[src/rtl/rv_dec_pkg.sv]
package rv_dec_pkg;
  localparam int ILEN   = 32;
  localparam int OPC_W  = 7;
  localparam int REG_AW = 5;
  localparam int F3_W   = 3;
  localparam int F7_W   = 7;

  localparam logic [OPC_W-1:0] OPC_REG    = 7'h33;
  localparam logic [OPC_W-1:0] OPC_ARITHI = 7'h13;
  localparam logic [OPC_W-1:0] OPC_LOAD   = 7'h03;
  localparam logic [OPC_W-1:0] OPC_JREG   = 7'h67;
  localparam logic [OPC_W-1:0] OPC_STORE  = 7'h23;
  localparam logic [OPC_W-1:0] OPC_BRANCH = 7'h63;
  localparam logic [OPC_W-1:0] OPC_AUPC   = 7'h17;
  localparam logic [OPC_W-1:0] OPC_UPPER  = 7'h37;
  localparam logic [OPC_W-1:0] OPC_JUMP   = 7'h6F;

  typedef enum logic [2:0] {
    FMT_NONE = 3'd0,
    FMT_R    = 3'd1,
    FMT_I    = 3'd2,
    FMT_S    = 3'd3,
    FMT_B    = 3'd4,
    FMT_U    = 3'd5,
    FMT_J    = 3'd6
  } fmt_e;
endpackage

[src/rtl/rv_dec_classify.sv]
module rv_dec_classify
  import rv_dec_pkg::*;
(
  input  logic [OPC_W-1:0] opcode,
  output fmt_e             fmt
);
  always_comb begin
    case (opcode)
      OPC_REG:                          fmt = FMT_R;
      OPC_ARITHI, OPC_LOAD, OPC_JREG:   fmt = FMT_I;
      OPC_STORE:                        fmt = FMT_S;
      OPC_BRANCH:                       fmt = FMT_B;
      OPC_AUPC, OPC_UPPER:              fmt = FMT_U;
      OPC_JUMP:                         fmt = FMT_J;
      default:                          fmt = FMT_NONE;
    endcase
  end
endmodule

[src/rtl/rv_dec_fields.sv]
module rv_dec_fields
  import rv_dec_pkg::*;
(
  input  logic [ILEN-1:0]   word,
  output logic [REG_AW-1:0] rs1,
  output logic [REG_AW-1:0] rs2,
  output logic [REG_AW-1:0] rd,
  output logic [F3_W-1:0]   f3,
  output logic [F7_W-1:0]   f7,
  output logic [OPC_W-1:0]  op
);
  assign op  = word[OPC_W-1:0];
  assign rd  = word[11:7];
  assign f3  = word[14:12];
  assign rs1 = word[19:15];
  assign rs2 = word[24:20];
  assign f7  = word[31:25];
endmodule

[src/rtl/rv_dec_immgen.sv]
module rv_dec_immgen
  import rv_dec_pkg::*;
#(
  parameter int XLEN = 32
) (
  input  logic [ILEN-1:7] bits,
  input  fmt_e            fmt,
  output logic [XLEN-1:0] imm
);
  logic [ILEN-1:0] raw;
  logic            sgn;

  assign sgn = bits[31];

  always_comb begin
    case (fmt)
      FMT_I:   raw = {{20{sgn}}, bits[31:20]};
      FMT_S:   raw = {{20{sgn}}, bits[31:25], bits[11:7]};
      FMT_B:   raw = {{19{sgn}}, sgn, bits[7], bits[30:25], bits[11:8], 1'b0};
      FMT_U:   raw = {bits[31:12], 12'b0};
      FMT_J:   raw = {{11{sgn}}, sgn, bits[19:12], bits[20], bits[30:21], 1'b0};
      default: raw = '0;
    endcase
  end

  generate
    if (XLEN > ILEN) begin : g_wide
      assign imm = {{(XLEN-ILEN){raw[ILEN-1]}}, raw};
    end else begin : g_native
      assign imm = raw[XLEN-1:0];
    end
  endgenerate
endmodule

[src/rtl/rv_inst_decode.sv]
module rv_inst_decode
  import rv_dec_pkg::*;
#(
  parameter int XLEN = 32
) (
  input  logic [31:0]     instr,
  output logic            is_r,
  output logic            is_i,
  output logic            is_s,
  output logic            is_b,
  output logic            is_u,
  output logic            is_j,
  output logic [4:0]      src1_idx,
  output logic [4:0]      src2_idx,
  output logic [4:0]      dst_idx,
  output logic [2:0]      fn3,
  output logic [6:0]      fn7,
  output logic [6:0]      opc,
  output logic [XLEN-1:0] imm_val
);
  fmt_e fmt;

  rv_dec_fields u_fields (
    .word (instr),
    .rs1  (src1_idx),
    .rs2  (src2_idx),
    .rd   (dst_idx),
    .f3   (fn3),
    .f7   (fn7),
    .op   (opc)
  );

  rv_dec_classify u_class (
    .opcode (instr[OPC_W-1:0]),
    .fmt    (fmt)
  );

  rv_dec_immgen #(.XLEN(XLEN)) u_imm (
    .bits (instr[ILEN-1:7]),
    .fmt  (fmt),
    .imm  (imm_val)
  );

  assign is_r = (fmt == FMT_R);
  assign is_i = (fmt == FMT_I);
  assign is_s = (fmt == FMT_S);
  assign is_b = (fmt == FMT_B);
  assign is_u = (fmt == FMT_U);
  assign is_j = (fmt == FMT_J);
endmodule

[config.mk]
export PLATFORM = sky130hd
export DESIGN_NAME = rv_inst_decode
export DESIGN_NICKNAME = d
export VERILOG_FILES = /design/src/rtl/rv_dec_pkg.sv /design/src/rtl/rv_dec_classify.sv /design/src/rtl/rv_dec_fields.sv /design/src/rtl/rv_dec_immgen.sv /design/src/rtl/rv_inst_decode.sv
export SDC_FILE = /design/constraint.sdc
export NUM_CORES = 1
export LEC_CHECK = 0
export BUFFER_PORTS_ARGS = -buffer_cell sky130_fd_sc_hd__buf_2
export CORE_MARGIN = 2
export CORE_UTILIZATION = 35
export DETAILED_ROUTE_END_ITERATION = 12
export GPL_ROUTABILITY_DRIVEN = 0
export PLACE_DENSITY = 0.92
export SYNTH_ARGS = -nofsm -noshare
export SYNTH_HDL_FRONTEND = slang
export SYNTH_SLANG_ARGS = --single-unit
[constraint.sdc]
create_clock -name vclk -period 1.7
set_clock_uncertainty 0.1 [all_clocks]
set_input_delay 0.085 -clock vclk [all_inputs]
set_output_delay 0.085 -clock vclk [all_outputs]
set_load 0.05 [all_outputs]
==> impl_metrics.csv <==
group,metric,value,unit
timing,fmax,638,MHz
worst_setup_path,cp.required,1.51,ns
drt,wirelength,2.25,mm
grt,antenna_found_initial,0,
timing,slew_violations,0,
pwr,power.net_switching,0.000279,W
worst_setup_path,end_kind,"primary output",
pwr,cellPowerDensity,349,nW/um^2
timing,setup_ws,0.133,ns
clocking,post_cts_resized,0,
timing,relSlewSlack,81.2,%
timing,max_slew.worst_pin.slew,0.279,ns
pwr,power.leakage,0.820,nW
yosys,synth_area_leaders,"buf_4 34%, a21o_1 21%, a22o_1 6.1%",
worst_setup_path,arrival,1.38,ns
yosys,syn_area,721,sq um
run,cap_violations,0,
grt,gr-total-overflow,0,
drt,drc,0,
yosys,yosysMostFrequentCell,"buf_4",
yosys,syn_area_per_cell,7.51,sq um
floorplanning,chipHeight,49.4,microns
timing,setup_tns,0,ns
cells_and_area,nClkBuffers,0,
yosys,synth_area_leader_cell,"buf_4",
pwr,power_frac_clock,0,%
floorplanning,die_area,2440,sq um
drt,drt_iter0_drc,10,
pwr,ir_worst_vdd,0.252,mV
placement,hpwlAfterDp,1.95,mm
cells_and_area,seq_area,0,sq um
floorplanning,fp.dieW,49.4,microns
yosys,ys_warn_count,0,
timing,hold-worst-slack,0.373,ns
yosys,synth.net_count,128,
grt,grt_max_degree,13,
status,status,"complete, no violations",
yosys,synthTopCellsByCount,"33 x buf_4, 20 x a21o_1, 7 x and2_1",
drt,wl_per_cell,11.6,microns
cells_and_area,nNetsFinal,201,
drt,via_count,918,
timing,rsz0062_at_grt,"false",
timing,setup_violations,0,
placement,dpl_worst_slack,0.0366,ns
worst_setup_path,criticalPathCategory,"input port to primary output",
cells_and_area,design.seq.count,0,
timing,period_needed,1.57,ns
drt,drt_pass1_iterations,4,
cells_and_area,area_growth,45.7,%
drt,viasPerCell,4.73,
yosys,yosysUniqueCellTypes,24,
pwr,pwr-share-comb,100.0,%
worst_hold_path,hp-class,"input port to primary output",
floorplanning,initial_core_util,37.1,%
drt,antenna_left,0,
cells_and_area,fillerInstances,191,
pwr,seqPwrFrac,0,%
worst_setup_path,critPathMaxFanout,11,
placement,portBuffers,102,
grt,grt_pass1_vias,789,
floorplanning,fp-row-count,16,
yosys,ys_seq_area_share,0,%
pwr,switching_share,76.2,%
cells_and_area,diodes,0,
yosys,synth_cells,96,
pwr,p_int,0.0000873,W
clocking,cts_setup_buffers,0,
timing,fin_crit_sh,92.2,%
timing,hold_viol_final,0,
floorplanning,io_pins,102,
pwr,power,0.000367,W
cells_and_area,drive_gt1_share,70.7,%
grt,grt_first_pass_wirelength,3.45,mm
grt,gr-usage-all-layers,17.1,%
floorplanning,core_area,1940,sq um
worst_setup_path,startpoint_type,"input port",
clocking,cts.hold.buffers_added,0,
yosys,synth_top_area_share,34.4,%
-- cells in the final DEF, fill, tap and decap left out, drive strengths merged --
master    n
a21o     20
buf     106
and2      7
nor3      2
a22o      5
nand4b    2
a21oi     2
nor2      4
o21ai     1
o32ai     1
a221o     1
nor2b     1
or2       3
nand3     1
nand3b    1
or3       1
nor4      1
nand2     3
inv       2
o21a      1
nand2b    2
-- layer usage --
layer  share of wire [%]  vias to the layer above  wire (microns)  track usage [%]
met5                   0                        -               0                0
met2                  50                       64            1130             34.7
li1                    -                      448               -                -
met4                   0                        0               0                0
met1                  38                      406             860             20.0
met3                  12                        0             261             1.84
-- cells by family after synthesis --
group | after synthesis | synth area share (%)
buffers and inverters | 37 | 37.7
AO/OA/AOI/OAI | 31 | 35.2
AND/OR/NAND/NOR | 28 | 27.1
-- area by class of cell --
cell class / count / area [sq um] / share of cell area [%]
inverter: 2 / 7.51 / 0.715
timing repair buffer: 106 / 541 / 51.5
tap: 27 / 33.8 / 3.22
multi-input combinational: 59 / 468 / 44.6
-- critical path: stages --
cell and delay, ns:
buf_2 0.12, nand4b_2 0.32, o32ai_4 0.20, o21a_2 0.28
a21o_1 0.11, buf_2 0.25
-- final timing paths --
kind	start	endpoint	slack, ns	cells past startpoint
max	instr[4]	imm_val[23]	0.13	6
min	instr[19]	src1_idx[4]	0.37	2
-- stage by stage --
step	instance area [sq um]	cells	utilization, %
2_1_floorplan	736	96	-
3_3_place_gp	1050	194	53.9
3_5_place_dp	1050	194	53.9
4_1_cts	1050	194	53.9
5_1_grt	1050	194	54.1
6_report	1050	194	54.1
-- power groups by stage --
| stage | Sequential [W] | Combinational [W] | Clock, W |
|---|---|---|---|
| 4_1_cts | 0 | 0.000368 | 0 |
| 2_1_floorplan | 0 | 0.000306 | 0 |
| 6_report | 0 | 0.000367 | 0 |
| 5_1_grt | 0 | 0.000383 | 0 |
| 3_5_place_dp | 0 | 0.000367 | 0 |
| 3_3_place_gp | 0 | 0.000365 | 0 |
Note: power is estimated with default switching activity, not from simulation.
